[config.mk]
export PLATFORM = sky130hd
export DESIGN_NAME = scan_pacer
export DESIGN_NICKNAME = d
export VERILOG_FILES = /design/src/rtl/scan_pacer_pkg.sv /design/src/rtl/scan_pacer_ctrl.sv /design/src/rtl/scan_pacer_datapath.sv /design/src/rtl/scan_pacer.sv
export SDC_FILE = /design/constraint.sdc
export NUM_CORES = 1
export LEC_CHECK = 0
export ABC_CLOCK_PERIOD_IN_PS = 1950
export BUFFER_PORTS_ARGS = -buffer_cell sky130_fd_sc_hd__buf_2
export CAP_MARGIN = 20
export CORE_UTILIZATION = 50
export CTS_BUF_LIST = sky130_fd_sc_hd__clkbuf_2
export CTS_CLUSTER_DIAMETER = 200
export DETAILED_ROUTE_END_ITERATION = 12
export GPL_TIMING_DRIVEN = 0
export PLACE_DENSITY = 0.79
export SETUP_SLACK_MARGIN = 0.1
export SLEW_MARGIN = 20
export SYNTH_ARGS = -nofsm -noshare
export SYNTH_HDL_FRONTEND = slang
export SYNTH_SLANG_ARGS = --single-unit
[constraint.sdc]
create_clock -name clk -period 1.95 [get_ports clk]
set_clock_uncertainty 0.15 [all_clocks]
set_input_delay 0.0975 -clock clk [delete_from_list [all_inputs] [get_ports clk]]
set_output_delay 0.0975 -clock clk [all_outputs]
set_load 0.005 [all_outputs]
[src/rtl/scan_pacer_pkg.sv]
package scan_pacer_pkg;
  localparam int CFG_W    = 16;
  localparam int SCAN_W   = 3;
  localparam int SEL_W    = 2;
  localparam int DIV_W    = 2;
  localparam int CHAN_W   = 2;
  localparam int SCAN_LSB = 0;
  localparam int SEL_LSB  = SCAN_LSB + SCAN_W;
  localparam int DIV_LSB  = SEL_LSB + SEL_W;
  localparam int MAX_CLOCKS = 1 << SEL_W;
  localparam int CNT_W    = (1 << DIV_W) - 1;

  localparam logic [SCAN_W-1:0] SCAN_IDLE    = 3'b000;
  localparam logic [SCAN_W-1:0] SCAN_ALL     = 3'b001;
  localparam logic [SCAN_W-1:0] SCAN_PAIR_LO = 3'b010;
  localparam logic [SCAN_W-1:0] SCAN_PAIR_HI = 3'b011;

  typedef logic [SCAN_W-1:0] scan_code_t;

  typedef struct packed {
    logic       load;
    logic       fire;
    scan_code_t loadCode;
  } pacer_strobe_t;
endpackage

[src/rtl/scan_pacer_ctrl.sv]
module scan_pacer_ctrl
  import scan_pacer_pkg::*;
#(
  parameter int NUM_CLOCKS = 4
) (
  input  logic                  clk,
  input  logic                  rstN,
  input  logic                  cfgWrite,
  input  logic [CFG_W-1:0]      cfgWord,
  input  logic [MAX_CLOCKS-1:0] mclkTick,
  output scan_code_t            scanCode,
  output pacer_strobe_t         strobes
);
  logic [SEL_W-1:0]      selReg;
  logic [DIV_W-1:0]      divReg;
  logic [CNT_W-1:0]      divCnt;
  logic [CNT_W-1:0]      cntLimit;
  logic [MAX_CLOCKS-1:0] lineLive;
  logic                  countTick;

  for (genvar i = 0; i < MAX_CLOCKS; i++) begin : g_line
    if (i < NUM_CLOCKS) begin : g_present
      assign lineLive[i] = mclkTick[i];
    end else begin : g_absent
      assign lineLive[i] = 1'b0;
    end
  end

  assign cntLimit  = (CNT_W'(1) << divReg) - CNT_W'(1);
  assign countTick = lineLive[selReg] && (scanCode != SCAN_IDLE) && !cfgWrite;

  always_ff @(posedge clk) begin
    if (!rstN) begin
      scanCode <= SCAN_IDLE;
      selReg   <= '0;
      divReg   <= '0;
      divCnt   <= '0;
    end else if (cfgWrite) begin
      scanCode <= cfgWord[SCAN_LSB +: SCAN_W];
      selReg   <= cfgWord[SEL_LSB +: SEL_W];
      divReg   <= cfgWord[DIV_LSB +: DIV_W];
      divCnt   <= '0;
    end else if (countTick) begin
      divCnt <= (divCnt == cntLimit) ? '0 : divCnt + CNT_W'(1);
    end
  end

  always_comb begin
    strobes.load     = cfgWrite;
    strobes.loadCode = cfgWord[SCAN_LSB +: SCAN_W];
    strobes.fire     = countTick && (divCnt == cntLimit);
  end

  // the divider count never passes the limit set by the exponent
  a_r3_count_bound: assert property (@(posedge clk) disable iff (!rstN)
    divCnt <= cntLimit);
  // a write leaves the divider at zero
  a_r2_write_clears: assert property (@(posedge clk) disable iff (!rstN)
    cfgWrite |=> divCnt == '0);
endmodule

[src/rtl/scan_pacer_datapath.sv]
module scan_pacer_datapath
  import scan_pacer_pkg::*;
(
  input  logic              clk,
  input  logic              rstN,
  input  pacer_strobe_t     strobes,
  input  scan_code_t        scanCode,
  output logic              sampleStrobe,
  output logic [CHAN_W-1:0] sampleChan,
  output logic              scanLast
);
  logic [CHAN_W-1:0] chanPtr;
  logic [CHAN_W-1:0] firstChan;
  logic [CHAN_W-1:0] nextChan;
  logic              ptrIsLast;

  function automatic logic [CHAN_W-1:0] patternStart(input scan_code_t code);
    if (code[SCAN_W-1])          return code[CHAN_W-1:0];
    else if (code == SCAN_PAIR_HI) return CHAN_W'(2);
    else                          return '0;
  endfunction

  always_comb begin
    firstChan = patternStart(strobes.loadCode);
    if (scanCode[SCAN_W-1])           ptrIsLast = 1'b1;
    else if (scanCode == SCAN_PAIR_LO) ptrIsLast = (chanPtr == CHAN_W'(1));
    else                               ptrIsLast = (chanPtr == CHAN_W'(3));
    nextChan = ptrIsLast ? patternStart(scanCode) : chanPtr + CHAN_W'(1);
  end

  always_ff @(posedge clk) begin
    if (!rstN) begin
      chanPtr      <= '0;
      sampleChan   <= '0;
      sampleStrobe <= 1'b0;
      scanLast     <= 1'b0;
    end else begin
      sampleStrobe <= strobes.fire;
      scanLast     <= strobes.fire && ptrIsLast;
      if (strobes.fire) sampleChan <= chanPtr;
      if (strobes.load)      chanPtr <= firstChan;
      else if (strobes.fire) chanPtr <= nextChan;
    end
  end

  // scan-end flag only with a strobe
  a_r9_last_with_strobe: assert property (@(posedge clk) disable iff (!rstN)
    scanLast |-> sampleStrobe);
  // channel output holds when no strobe is issued
  a_r9_chan_holds: assert property (@(posedge clk) disable iff (!rstN)
    !sampleStrobe |-> $stable(sampleChan));
  // single-channel scan stays on the coded channel
  a_r4_single: assert property (@(posedge clk) disable iff (!rstN)
    (sampleStrobe && scanCode[SCAN_W-1]) |-> (sampleChan == scanCode[CHAN_W-1:0] && scanLast));
  // pair scans stay within their pair
  a_r5_pair_lo: assert property (@(posedge clk) disable iff (!rstN)
    (sampleStrobe && scanCode == SCAN_PAIR_LO) |-> sampleChan <= CHAN_W'(1));
  a_r5_pair_hi: assert property (@(posedge clk) disable iff (!rstN)
    (sampleStrobe && scanCode == SCAN_PAIR_HI) |-> sampleChan >= CHAN_W'(2));
  // in the four-channel scan only channel 3 closes a scan
  a_r6_all_last: assert property (@(posedge clk) disable iff (!rstN)
    (sampleStrobe && scanCode == SCAN_ALL) |-> (scanLast == (sampleChan == CHAN_W'(3))));
  // idle code yields no strobe
  a_r7_idle: assert property (@(posedge clk) disable iff (!rstN)
    (scanCode == SCAN_IDLE) |=> !sampleStrobe);
  // no strobe right after a write
  a_r2_write_quiet: assert property (@(posedge clk) disable iff (!rstN)
    strobes.load |=> !sampleStrobe);
endmodule

[src/rtl/scan_pacer.sv]
module scan_pacer
  import scan_pacer_pkg::*;
#(
  parameter int NUM_CLOCKS = 4
) (
  input  logic        clk,
  input  logic        rstN,
  input  logic        cfgWrite,
  input  logic [15:0] cfgWord,
  input  logic [3:0]  mclkTick,
  output logic        sampleStrobe,
  output logic [1:0]  sampleChan,
  output logic        scanLast
);
  scan_code_t    scanCode;
  pacer_strobe_t strobes;

  scan_pacer_ctrl #(.NUM_CLOCKS(NUM_CLOCKS)) u_ctrl (
    .clk      (clk),
    .rstN     (rstN),
    .cfgWrite (cfgWrite),
    .cfgWord  (cfgWord),
    .mclkTick (mclkTick),
    .scanCode (scanCode),
    .strobes  (strobes)
  );

  scan_pacer_datapath u_dp (
    .clk          (clk),
    .rstN         (rstN),
    .strobes      (strobes),
    .scanCode     (scanCode),
    .sampleStrobe (sampleStrobe),
    .sampleChan   (sampleChan),
    .scanLast     (scanLast)
  );
endmodule

==> impl_results.md, run 1 <==
- Post-Route WL: 1.47 mm
- Cell family with most CP delay: compound AO/OA/AOI/OAI gates
- Vias per cell: 5.25
- Via count: 641
- Sequential-to-total area share from yosys stat: 0.423
- GRT Total Usage: 0.212
- Final Net Count: 132
- Routed WL per cell: 12.1 um
- Worst skew pair latency: around 0.29 ns
- Via count of the first global-routing pass: 585
- Die area: 1670 sq um
- Synth cell types: 26
- Slowest stage delay, CP: 0.37 ns
- GP Congestion: roughly 0.68
- Syn avg cell area: 10.1 sq um
- Syn Nets: 99
- Most used flip-flop cell after synthesis: dfxtp_1
- Cells after synthesis: between 70 and 80
- Residual DRC: 0
- Post-DP HPWL: 1.07 mm
- Leading area contributor after synthesis: dfxtp_1
- R2R Path Start: u_ctrl.divReg[0]
- Worst min path class: primary input to flop
- Multi-input gate area: 423 sq um
- Slowest CP cell: dfxtp_2
- Initial Utilization: 0.561
- Row cnt: 13
- Hold Violations, Final: 0
- # diodes: 0
- RSZ-0062 raised after global routing: yes
- Arrival @ worst endpoint: about 1.9 ns
- Die Span X: just over 40 um
- CTS Root Cell: clkbuf_2
- PortBufs: 17
- Max-Cap Viols: 0
- PwrDens: 625 nW/um^2
- Total grt overflow: 0
- Slew HR: 0.592
- Cell Area, Synth: 757 sq um
- Synthesis-to-layout area growth: 30.9%
- Fin crit share: 0.930
- Slew Viols, Final: 0
- Antenna violations before repair: 0
- Clock-pin slew of the registers on the worst-case setup and hold paths: 0.17 ns
- Final Critical Period: 1.81 ns
- Maximum clock frequency: 0.551 GHz
- # setup viols final: 0
- Layout cells sized above 1: 0.299
- Synth top area cells: dfxtp_1 42%, mux2i_1 13%, nor2_1 6.9%, a2111oi_4 3.6%, mux4_1 3.5%
- Crit. End Element: flop
- YS warnings: 0
- Detailed Route Iter0 Violations: 5
- CTS Buf Count: 3
- Critical path class: flop to flop
- Post-synth EDFFs: 0
- Leak Pwr: around 0.45 nW
- Clock Sinks: 16
- H-tree depth: 1
- Pin count of the biggest net entering global routing: 11
- #FFs+latches synth: 16
- Antenna Nets Post-Route: 0
- CP max FO: 7
- Worst path required time: 2.01 ns
- Status: finished clean
- Buf/Inv on CP: 0
- Core Area: 1350 sq um
- Total Neg Setup Slack: 0 ns
- Top-area cell type share of the netlist area: 0.423
- Fill cells: 106
- Setup crit start kind: flop
- Crit path launch: u_ctrl.divReg[0]
- Post-synth ARST share: 0
- Cell chain of the critical path: or2_1, a2111oi_4, o21ai_4, nor3b_2, a2111oi_2
- First-pass GRT wire length: 2.30 mm
- Final core utilization: 0.734
- Maximum clock path buffer count: 2
- Slew @ Worst Pin: 0.612 ns
- Top-Level Pins: 27
- Pre-Repair DR Iteration Count: 4
- VDD IR max: between 400 and 500 uV
- Worst min-delay path startpoint: cfgWrite
- Chip height: around 40 um
- CTS tree: built
- Sequential Area: 324 sq um
-- worst paths after layout --
path	depth (start not counted)	end	slack (ns)
hold reg to reg	2	u_dp.sampleChan[1]	0.36
setup / recovery	5	u_dp.chanPtr[0]	0.14
setup reg to reg	5	u_dp.chanPtr[0]	0.14
hold / removal	3	u_ctrl.scanCode[1]	0.02
-- stage by stage --
step                instance area [sq um]  std cells  worst slack [ns]  hold WS, ns  total power [W]
floorplan                             757         75             0.180       0.0948         0.000424
global placement                      861        107            0.0845        0.182         0.000450
detailed placement                    861        107            0.0261        0.189         0.000454
CTS                                   985        122             0.117       0.0280         0.000616
global route                          991        122            0.0459       0.0352         0.000646
finish                                991        122             0.136       0.0179         0.000619
-- routing by layer --
metal  wire, um  global-route usage
met5          0                   0
met4         16               0.108
met3         57              0.0435
met2        713               0.348
met1        686               0.258
-- repair_timing --
| action | 4_1_cts | 5_1_grt |
|---|---|---|
| buffers inserted | 3 | 0 |
| cloned | 0 | 0 |
| endpoints found under the setup margin | 3 | 3 |
| hold buffers | 8 | 0 |
| resized for setup | 3 | 3 |
| hold endpoints to repair | 10 | 0 |
| pin swaps | 1 | 0 |
-- cell usage in the layout (no fill, tap or decap) --
cell / synthesis / layout
nand2_1: 4 / 4
a21oi_1: 3 / 3
a211oi_1: 1 / 1
nand3_1: 1 / 1
dfxtp_1: 16 / 13
buf_2: 0 / 17
o21ai_4: 1 / 1
buf_1: 1 / 1
xor2_1: 2 / 2
nor3b_2: 0 / 1
o32ai_1: 1 / 1
a22oi_1: 1 / 1
nor3b_4: 1 / 1
nand3b_1: 1 / 1
ha_1: 1 / 1
nand2b_1: 2 / 2
mux4_2: 0 / 1
or2_1: 1 / 1
clkinv_1: 0 / 1
a2111oi_2: 1 / 1
dfxtp_2: 0 / 3
clkbuf_1: 1 / 1
buf_6: 0 / 1
buf_4: 0 / 2
clkbuf_2: 0 / 3
nor2_1: 14 / 14
inv_1: 2 / 2
a2111oi_4: 1 / 1
xnor2_1: 2 / 2
mux2i_1: 10 / 10
dlygate4sd3_1: 0 / 8
o21ai_0: 2 / 2
nor3_1: 3 / 3
-- area by class of cell --
type	instances	area share
Buffer	2	0.00758
Tap cell	15	0.0189
Multi-Input combinational cell	55	0.427
Clock buffer	3	0.0152
Clock inverter	1	0.00379
Inverter	2	0.00758
Timing Repair Buffer	28	0.193
Sequential cell	16	0.327
-- worst register-to-register path, cell delays in order, from the launching register on --
cell and delay (ns):
dfxtp_2 0.37, or2_1 0.26, a2111oi_4 0.35, o21ai_4 0.13, nor3b_2 0.18, a2111oi_2 0.31
-- synth_stat cells, types with 2 or more instances --
| cell type | n |
|---|---|
| a21oi_1 | 3 |
| dfxtp_1 | 16 |
| inv_1 | 2 |
| mux2i_1 | 10 |
| nand2_1 | 4 |
| nand2b_1 | 2 |
| nor2_1 | 14 |
| nor3_1 | 3 |
| o21ai_0 | 2 |
| xnor2_1 | 2 |
| xor2_1 | 2 |
-- sequential cells by signal, indices dropped and copies added (netlist names) --
| register | count |
|---|---|
| u_ctrl.divCnt | 3 |
| u_ctrl.divReg | 2 |
| u_ctrl.scanCode | 3 |
| u_ctrl.selReg | 2 |
| u_dp.chanPtr | 2 |
| u_dp.sampleChan | 2 |
| u_dp.sampleStrobe | 1 |
| u_dp.scanLast | 1 |
-- power by group --
group | total, W | switching [W] | internal, W
logic | 0.000111 | 0.0000468 | 0.0000640
clock network | 0.000151 | 0.000107 | 0.0000446
registers | 0.000357 | 0.0000157 | 0.000341
total | 0.000619 | 0.000169 | 0.000450
-- logic make-up (layout without fill, tap and decap cells) --
group           Yosys count  count (layout)  share of synthesized area
flops                    16              16                      0.423
fa+ha+maj                 1               1                     0.0165
compound gates           11              11                      0.142
xor+xnor                  4               4                     0.0463
simple gates             28              28                      0.185
mux                      11              11                      0.167
buf+inv                   4              36                     0.0198
No activity file was read; power rests on OpenSTA's default activity.
==> run 2, diff against run 1 <==
PLACE_DENSITY = 0.8   (was 0.79)
==> impl_results.md, run 2 (synthesis gave the netlist of run 1 again) <==
- Status: finished clean
- Slew @ Worst Pin: 0.603 ns
- Final Non-Filler Cells: 124
- Power Total: 0.000626 W
- Met2 GRT Util: 0.371
- CTS Buf Count: 3
- Synthesis-to-layout area growth: 34.2%
- Core Area: 1350 sq um
- Setup crit start kind: flop
- Die area: 1670 sq um
- # setup viols final: 0
- Top-Level Pins: 27
- Clock Sinks: 16
- Max-Cap Viols: 0
- PortBufs: 17
- R2R Path End: u_dp.sampleChan[1]
- Fin crit share: 0.937
- Final Net Count: ~130
- Leak Pwr: around 0.46 nW
- Layout cells sized above 1: 0.330
- Hold Path Depth: 3
- RSZ-0062 raised after global routing: yes
- Cell family with most CP delay: multiplexers
- CTS Root Cell: clkbuf_2
- Routed WL per cell: ~14 um
- Detailed Route Iter0 Violations: 27
- CTS tree: built
- Pin count of the biggest net entering global routing: 11
- Arrival @ worst endpoint: 1.87 ns
- Row cnt: 13
- Total Neg Setup Slack: 0 ns
- VDD IR max: 483 uV
- Gr busiest metal: met2
- Hold Path End: u_ctrl.scanCode[1]
- Die Span X: 40.9 um
- Post-DP HPWL: around 1.1 mm
- Total grt overflow: 0
- Antenna Nets Post-Route: 0
- GRT Total Usage: 0.235
- Residual DRC: 0
- Biggest regs: u_ctrl.divCnt: 3 flops, u_ctrl.scanCode: 3 flops
- Cell chain of the critical path: mux4_2, nor3b_4, o21ai_4, buf_4, mux2i_1, nor2_1
- Via count of the first global-routing pass: 586
- Clock-pin slew of the registers on the worst-case setup and hold paths: 0.16 ns
- Most frequent cells in the layout: 17 x buf_2, 14 x nor2_1, 13 x dfxtp_1, 10 x mux2i_1, 8 x dlygate4sd3_1
- Vias per cell: between 5 and 6
- Crit. End Element: flop
- Slew Viols, Final: 0
- First-pass GRT wire length: 2.54 mm
- Via count: 673
- Maximum clock path buffer count: 2
- Commonest non-fill, non-tap cell in the layout: buf_2
- Maximum clock frequency: 0.547 GHz
- Buf/Inv on CP: 1
- Post-Route WL: about 1.7 mm
- Worst path required time: 1.99 ns
- Antenna violations before repair: 0
- Slowest stage delay, CP: slightly below 0.5 ns
- PwrDens: between 600 and 700 nW/um^2
- Reg2reg path depth: 6
- H-tree depth: 1
- Hold Violations, Final: 0
- Placed Cells: 107
- Chip height: 40.9 um
- Final core utilization: 0.753
- # diodes: 0
- Flop2flop setup slack: 0.12 ns
- Worst skew pair latency: 0.29 ns
- Hold_ws: 0.0284 ns
- Met3 Usage GRT: 0.0380
- Met1 GRT Util: 0.322
- Critical path class: flop to flop
- Worst min-delay path startpoint: cfgWrite
- GP Congestion: 0.773
- Worst min path class: primary input to flop
- Slowest CP cell: mux4_2
- Slew HR: 0.598
- Final Critical Period: 1.83 ns
- R2R Path Start: u_ctrl.selReg[0]
- CP max FO: 7
- Initial Utilization: 0.561
- Pre-Repair DR Iteration Count: 4
run 2: worst max path at each step:
stage,startpoint,to,slack [ns],depth (start not counted)
6_report,u_ctrl.selReg[0],u_dp.sampleChan[1],0.12,6
3_5_place_dp,u_ctrl.selReg[0],u_dp.chanPtr[0],0.07,5
4_1_cts,u_ctrl.selReg[0],u_dp.sampleChan[0],0.1,6
3_3_place_gp,u_ctrl.selReg[0],u_dp.chanPtr[0],0.08,5
5_1_grt,u_ctrl.selReg[0],u_dp.sampleChan[1],0.05,6
2_1_floorplan,u_ctrl.selReg[0],u_dp.chanPtr[0],0.18,5
run 2: where the power goes:
| part | internal [W] | total, W | switching, W |
|---|---|---|---|
| Sequential | 0.000340 | 0.000356 | 0.0000155 |
| Combinational | 0.0000677 | 0.000118 | 0.0000504 |
| Clock | 0.0000446 | 0.000152 | 0.000108 |
| Total | 0.000452 | 0.000626 | 0.000174 |
run 2: area by class of cell:
cell class	count	area, sq um
Multi-Input combinational cell	55	430
Fill cell	100	334
Sequential cell	16	327
Timing Repair Buffer	30	206
Tap cell	15	18.8
Clock buffer	3	15.0
Buffer	2	7.51
Inverter	2	7.51
Clock inverter	1	3.75
run 2: worst min-delay path: cells and delay by family:
kind	cells	cell delay, ns
AOI/OAI and AO/OA	1	0.06
buffers and inverters	1	0.15
and+or+nand+nor	1	0.13
run 2: layer usage:
layer / part of all wire / vias to the layer above
met2: 0.52 / 35
met5: 0 / -
met3: 0.052 / 2
met4: 0.0066 / 0
li1: - / 329
met1: 0.42 / 307
run 2: timing repair:
action,CTS,global route
pin swaps,3,1
buffers inserted,5,0
hold endpoints to repair,12,0
endpoints found under the setup margin,2,7
hold buffers,8,0
gates resized for setup,6,3
run 2: through the flow:
stage               setup WS (ns)  instance area (sq um)
finish                      0.123                   1020
floorplan                   0.180                    757
CTS                        0.0991                   1010
global placement           0.0818                    861
global route               0.0541                   1020
detailed placement         0.0709                    861
